**src/rtl/pwm_deadband.sv**
```systemverilog
module pwm_deadband #(
  parameter int DT_W = 4,
  parameter int PS_W = 2
) (
  input  logic                     clk,
  input  logic                     rst,
  input  logic                     pwm_in,
  input  logic                     cfg_we,
  input  logic [2*DT_W+PS_W-1:0]   cfg_wdata,
  output logic                     out_true,
  output logic                     out_comp
);
  localparam int CFG_W = 2*DT_W + PS_W;
  localparam int DIV_W = (1 << PS_W) - 1;

  logic [CFG_W-1:0] cfg_q;
  logic             pwm_q;
  logic [DT_W-1:0]  cnt;
  logic [PS_W-1:0]  psel_act;
  logic [DIV_W-1:0] div;
  logic [DIV_W-1:0] mask;

  wire [DT_W-1:0] dt_hi    = cfg_q[DT_W-1:0];
  wire [DT_W-1:0] dt_lo    = cfg_q[2*DT_W-1:DT_W];
  wire [PS_W-1:0] psel_cfg = cfg_q[CFG_W-1 -: PS_W];
  wire            edge_det = pwm_in ^ pwm_q;
  wire            cnt_zero = (cnt == '0);
  wire            tick     = ((div & mask) == mask);

  always_comb begin
    for (int i = 0; i < DIV_W; i++)
      mask[i] = (i < int'(psel_act));
  end

  always_ff @(posedge clk) begin
    if (rst) begin
      cfg_q    <= '0;
      pwm_q    <= 1'b0;
      cnt      <= '0;
      psel_act <= '0;
      div      <= '0;
      out_true <= 1'b0;
      out_comp <= 1'b0;
    end else begin
      if (cfg_we) cfg_q <= cfg_wdata;
      pwm_q <= pwm_in;
      if (edge_det) begin
        cnt      <= pwm_in ? dt_hi : dt_lo;
        psel_act <= psel_cfg;
        div      <= '0;
        out_true <= 1'b0;
        out_comp <= 1'b0;
      end else begin
        div <= div + 1'b1;
        if (tick && !cnt_zero) cnt <= cnt - 1'b1;
        out_true <=  pwm_q & cnt_zero;
        out_comp <= !pwm_q & cnt_zero;
      end
    end
  end


  reset_low_chk: assert property (@(posedge clk)
    rst |=> (!out_true && !out_comp));


  no_overlap_chk: assert property (@(posedge clk) disable iff (rst)
    !(out_true && out_comp));


  turn_off_chk: assert property (@(posedge clk) disable iff (rst)
    edge_det |=> (!out_true && !out_comp));


  dead_hold_chk: assert property (@(posedge clk) disable iff (rst)
    !cnt_zero |-> (!out_true && !out_comp));


  psel_hold_chk: assert property (@(posedge clk) disable iff (rst)
    !edge_det |=> $stable(psel_act));


  count_step_chk: assert property (@(posedge clk) disable iff (rst)
    !edge_det |=> (cnt == $past(cnt) || cnt == $past(cnt) - 1'b1));
endmodule

```
**config.mk**
```make
export PLATFORM = sky130hd
export DESIGN_NAME = pwm_deadband
export DESIGN_NICKNAME = d
export VERILOG_FILES = /design/src/rtl/pwm_deadband.sv
export SDC_FILE = /design/constraint.sdc
export NUM_CORES = 1
export LEC_CHECK = 0
export CORE_MARGIN = 2
export CORE_UTILIZATION = 64
export CTS_BUF_LIST = sky130_fd_sc_hd__clkbuf_2
export DETAILED_ROUTE_END_ITERATION = 8
export DONT_BUFFER_PORTS = 1
export GPL_ROUTABILITY_DRIVEN = 1
export HOLD_SLACK_MARGIN = 0.12
export PLACE_DENSITY = 0.8
export SYNTH_ARGS = -nofsm -noshare
export SYNTH_HDL_FRONTEND = slang
export SYNTH_SLANG_ARGS = --single-unit
export TNS_END_PERCENT = 10
```
**constraint.sdc**
```tcl
create_clock -name clk -period 2.03 [get_ports clk]
set_input_delay 0.1015 -clock clk [delete_from_list [all_inputs] [get_ports clk]]
set_output_delay 0.1015 -clock clk [all_outputs]
set_load 0.01 [all_outputs]
```
* Word-level counts from Yosys, hierarchy flattened
Index checks and enable logic that the tools add are counted.
W data, S select, Z words.
** Cells by class
- Reduce and logical (&&, ||, !) cells :: 6
- Bitwise logic cells :: 4
- Eq/ne operators :: 1
- Multiplexer cells :: 3
- Magnitude comparators :: 3
- Add/sub/neg operators :: 2
** Operators by type and width (number)
- $mux W4 :: 3
- $logic_not A4 Y1 :: 1
- $lt A1 B2 Y1 const A :: 2
- $sub A4 B1 Y4 const B :: 1
- $add A3 B1 Y3 const B :: 1
- $and A3 B3 Y3 :: 1
- $eq A3 B3 Y1 :: 1
- $and A1 B1 Y1 :: 2
- $logic_not A1 Y1 :: 2
- $lt A2 B2 Y1 const A :: 1
- $reduce_bool A2 Y1 :: 1
- $reduce_or A2 Y1 :: 1
- $logic_and A1 B1 Y1 :: 1
- $xor A1 B1 Y1 :: 1
** Word-level totals
- Input bits :: 14
- Register bits :: 22
- Word-level logic and storage cells :: 26
- Output and inout bits :: 2

* Logic depth before layout (Yosys ltp)
- Depth after elaboration :: 6
- Depth in mapped cells :: 6
- Gate-level depth less buffers :: 6

* Worst setup path after synthesis
No wires, ideal clock.
- Kind :: register to register
- From :: register cnt[0]
- To :: register cnt[3]
- Required time :: 1.918 ns
- Arrival :: 1.312 ns
- Stages on the path, launching flop included :: 7
- Slack :: 0.606 ns
- Path through :: dfxtp_1 > inv_1 > ha_1 > nor3b_1 > a21oi_1 > nand2_1 > a2111oi_1
** Between the ends
- Longest elaborated chain between the ends :: 4
- Elaborated cells between the ends (all ways) :: 7
- Those cells by class :: 1 x add/sub; 2 x mux; 4 x reduce/logical
** RTL lines
- from (decl) :: line 18 : logic [DT_W-1:0] cnt;
- from (signal assigned) :: line 48 : cnt <= pwm_in ? dt_hi : dt_lo;
- from (signal assigned) :: line 55 : if (tick && !cnt_zero) cnt <= cnt - 1'b1;
- parallel branches: the longest is 4 deep, another holds $sub A4 B1 Y4
Parallel ways; which one is timed is not known. The select of a mux whose other input is x is not followed.
A chain may end at the register's enable or synchronous reset.

* Worst setup path in the final report
Ends and elaborated chain as after synthesis.

==> results.md <==
* Worst R2R End: cnt[3]$_SDFFE_PP0P_
* Area leader, netlist: dfxtp_1
* Tcrit/Tclk final at 84.9%
* Hold Path Origin: pwm_in
* Post-CTS sizing at 0
* First-pass GRT wire length at 3670 microns
* Total grt overflow at 0
* Final critical-path required period at roughly 1.7 ns
* Final HPWL DP at 1230 microns
* Netlist Area Pre-Place at 997 sq um
* Area fraction of the dominant cell type after synthesis at about 44%
* Worst Reg-to-Reg Cells at 6
* Critical Path AT at 1.94 ns
* Syn Area/Cell at between 10 and 15 sq um
* Setup CP Type: reg -> reg
* DP Area at 993 sq um
* Port bufs at 0
* Initial antenna violation count at 0
* Pre-CTS setup slack at 0.408 ns
* Area Growth Syn to Fin at 22.2%
* CP Max Fanout at 4
* Worst reg2reg path startpoint: cnt[0]$_SDFFE_PP0P_
* # Post-CTS Setup Buffers at 0
* Worst endpoint required time at between 2 and 2.5 ns
* DRT iter0 DRCs at 24
* Setup TNS Final at 0 ns
* CP bufs+invs at 1
* Count of cell types in the netlist at 32
* Hold Crit Depth at 3
* Total clock sinks at 22
* DR vias/cell at 5.76
* Share of cells above drive strength 1 at 12.5%
* PD cells at roughly 760 mW/mm^2
* Lkg Pwr at 0.000503 uW
* Final setup fails at 0
* Final Hold Violating Endpoints at 0
* R2R Setup Slk at between 0.3 and 0.4 ns
* # H-tree levels at 1
* DR pass1 iterations at 4
* Final antenna-violating net count at 0
* Final estimated routing congestion in global placement at 0.894
* Hold WS at 0.261 ns
* Yosys warnings at 0
* CP delay by family, top: compound AO/OA/AOI/OAI gates
* Total number of vias at roughly 800
* Util after Layout at 81.8%
* Root Buffer: clkbuf_2
* Vias in the first global route at about 790
* Final instance area at 0.00122 sq mm
* RSZ-0062 raised after global routing: false
* Synth Instances at 99
* Chip Width at 43.5 microns
* Tightest Pin Transition at 0.832 ns
* #FFs+latches synth at 22
* Startpoint types: flop
* Clk pin slew, worst setup/hold paths at 0.20 ns
* Largest net degree at the start of global routing at 25
* CTS Buf Count at 3
* Core Box Area at 0.00149 sq mm
* Crit-path max cell delay at 0.41 ns
* Longest Clk Path Bufs at 2
* N_diodes at 0
* Status: finished, final reports clean
* Drt wl/cell at 16.8 microns
* Number of cell rows at 14
* Max-cap violations at 0
* Final WL at 2290 microns
* Final worst slack at 0.307 ns
* Die area at 0.00189 sq mm
* Worst-Skew Late Latency at approximately 0.31 ns
* Starting Density at 67.0%
* Crit end category: flop
* Register area share after synthesis at 44.2%
* CTS tree: done
* Syn nets at 116
* Max Slew Vio Count at 0
* Cell breakdown of the critical path: inv_1 -> ha_1 -> nor3b_1 -> a21oi_1 -> nand2_1 -> a2111oi_1
* Vert. Die Dim at 43.5 microns
* Slew headroom at 44.3%
* DR DRC count at 0
* Fmax at 580 MHz
* IO Pins at 16
* Slowest stage cell, crit path: dfxtp_1
* GRT Total Usage at 26.6%
* Net count, final at 139
* Synth area leaders: dfxtp_1 (44%), mux2i_1 (13%), nor2_1 (6.4%)
* Hold endpoint: cnt[0]$_SDFFE_PP0P_
* Max rail drop VDD at around 0.56 mV
* Skew final at 0.0129 ns
* Hold Path Class: in -> reg
[flip-flops by register name, summed over array words and instances (netlist names)]
register,cells
cfg_q,10
cnt,4
div,3
psel_act,2
out_comp,1
out_true,1
pwm_q,1
[worst reg2reg max path: stages (launching register included)]
cell       delay (ns)
dfxtp_1          0.41
inv_1            0.10
ha_1             0.20
nor3b_1          0.17
a21oi_1          0.22
nand2_1          0.16
a2111oi_1        0.37
[repair_timing]
item / CTS / global route
hold buffers: 21 / 0
endpoints found under the setup margin: 0 / 0
hold endpoints to repair: 22 / 0
[metrics by stage]
stage               instances  total power [uW]
global placement          112               705
floorplan                  99               689
detailed placement        112               717
global route              136               978
CTS                       136               924
finish                    136               931
[power by group]
group | switching, uW | leakage (uW) | internal (uW)
clock | 120 | 0.0000125 | 40.3
combinational | 132 | 0.000310 | 133
sequential | 34.6 | 0.000181 | 472
total | 287 | 0.000503 | 645
[cells in the mapped netlist]
library cell / count
o21ai_0: 1
nand2b_1: 1
ha_1: 3
nor4_1: 2
clkbuf_1: 1
nor3b_1: 2
mux2i_1: 13
inv_1: 3
and3_2: 1
a21o_2: 1
o21a_1: 1
nor4b_1: 1
buf_6: 2
xor2_2: 1
buf_2: 1
o21ba_2: 2
a22oi_1: 1
dfxtp_1: 22
a2111oi_2: 1
nand2_1: 4
a22o_2: 3
or3_1: 1
a2111o_1: 1
o21bai_1: 1
a2111oi_1: 1
nor2_1: 17
nor2b_1: 2
and2b_2: 2
nor3_1: 3
a21oi_1: 2
xnor2_1: 1
o221ai_1: 1
[metal layers]
metal  track usage, %  vias to the layer above  routed length [microns]
met5                0                        -                        0
met4             9.09                        0                       47
met3             4.17                        6                      105
met2             44.5                       28                     1100
met1             35.0                      358                     1040
li1                 -                      391                        -
[area by class of cell]
type / count / area (sq um)
clock buffer: 3 / 15.0
fill: 81 / 270
inverter: 3 / 11.3
multi-input combinational: 70 / 514
sequential: 22 / 440
tap: 16 / 20.0
timing repair buffer: 22 / 218
[cells in the final DEF (no fill, tap or decap), drive strengths merged, types with 2 or more instances in the layout]
cell / n
a21oi: 2
nor2: 17
and2b: 2
ha: 3
nand2: 4
nor3: 3
clkbuf: 3
nor2b: 2
dlygate4sd3: 21
a22o: 3
mux2i: 13
nor3b: 2
o21ba: 2
a2111oi: 2
inv: 3
nor4: 2
dfxtp: 22
[kinds of logic (layout without fill, tap and decap cells)]
logic type      Yosys count  count (layout)  share of synthesized area (%)
compound gates           16              16                           14.2
xor+xnor                  2               2                           2.51
fa+ha+maj                 3               3                           3.76
buf+inv                   7              28                           4.26
flops                    22              22                           44.2
mux                      13              13                           13.0
simple gates             36              36                           18.1
[how the worst max path moves through the flow]
stage	start	to	slack, ns	cells past startpoint
2_1_floorplan	cnt[0]$_SDFFE_PP0P_	cnt[3]$_SDFFE_PP0P_	0.61	6
3_3_place_gp	pwm_q$_SDFF_PP0_	cnt[2]$_SDFFE_PP0P_	0.52	4
3_5_place_dp	cnt[0]$_SDFFE_PP0P_	cnt[3]$_SDFFE_PP0P_	0.41	6
4_1_cts	cnt[0]$_SDFFE_PP0P_	cnt[3]$_SDFFE_PP0P_	0.38	6
5_1_grt	cnt[0]$_SDFFE_PP0P_	cnt[3]$_SDFFE_PP0P_	0.19	6
6_report	cnt[0]$_SDFFE_PP0P_	cnt[3]$_SDFFE_PP0P_	0.31	6
Power figures use the tool's default switching activity.
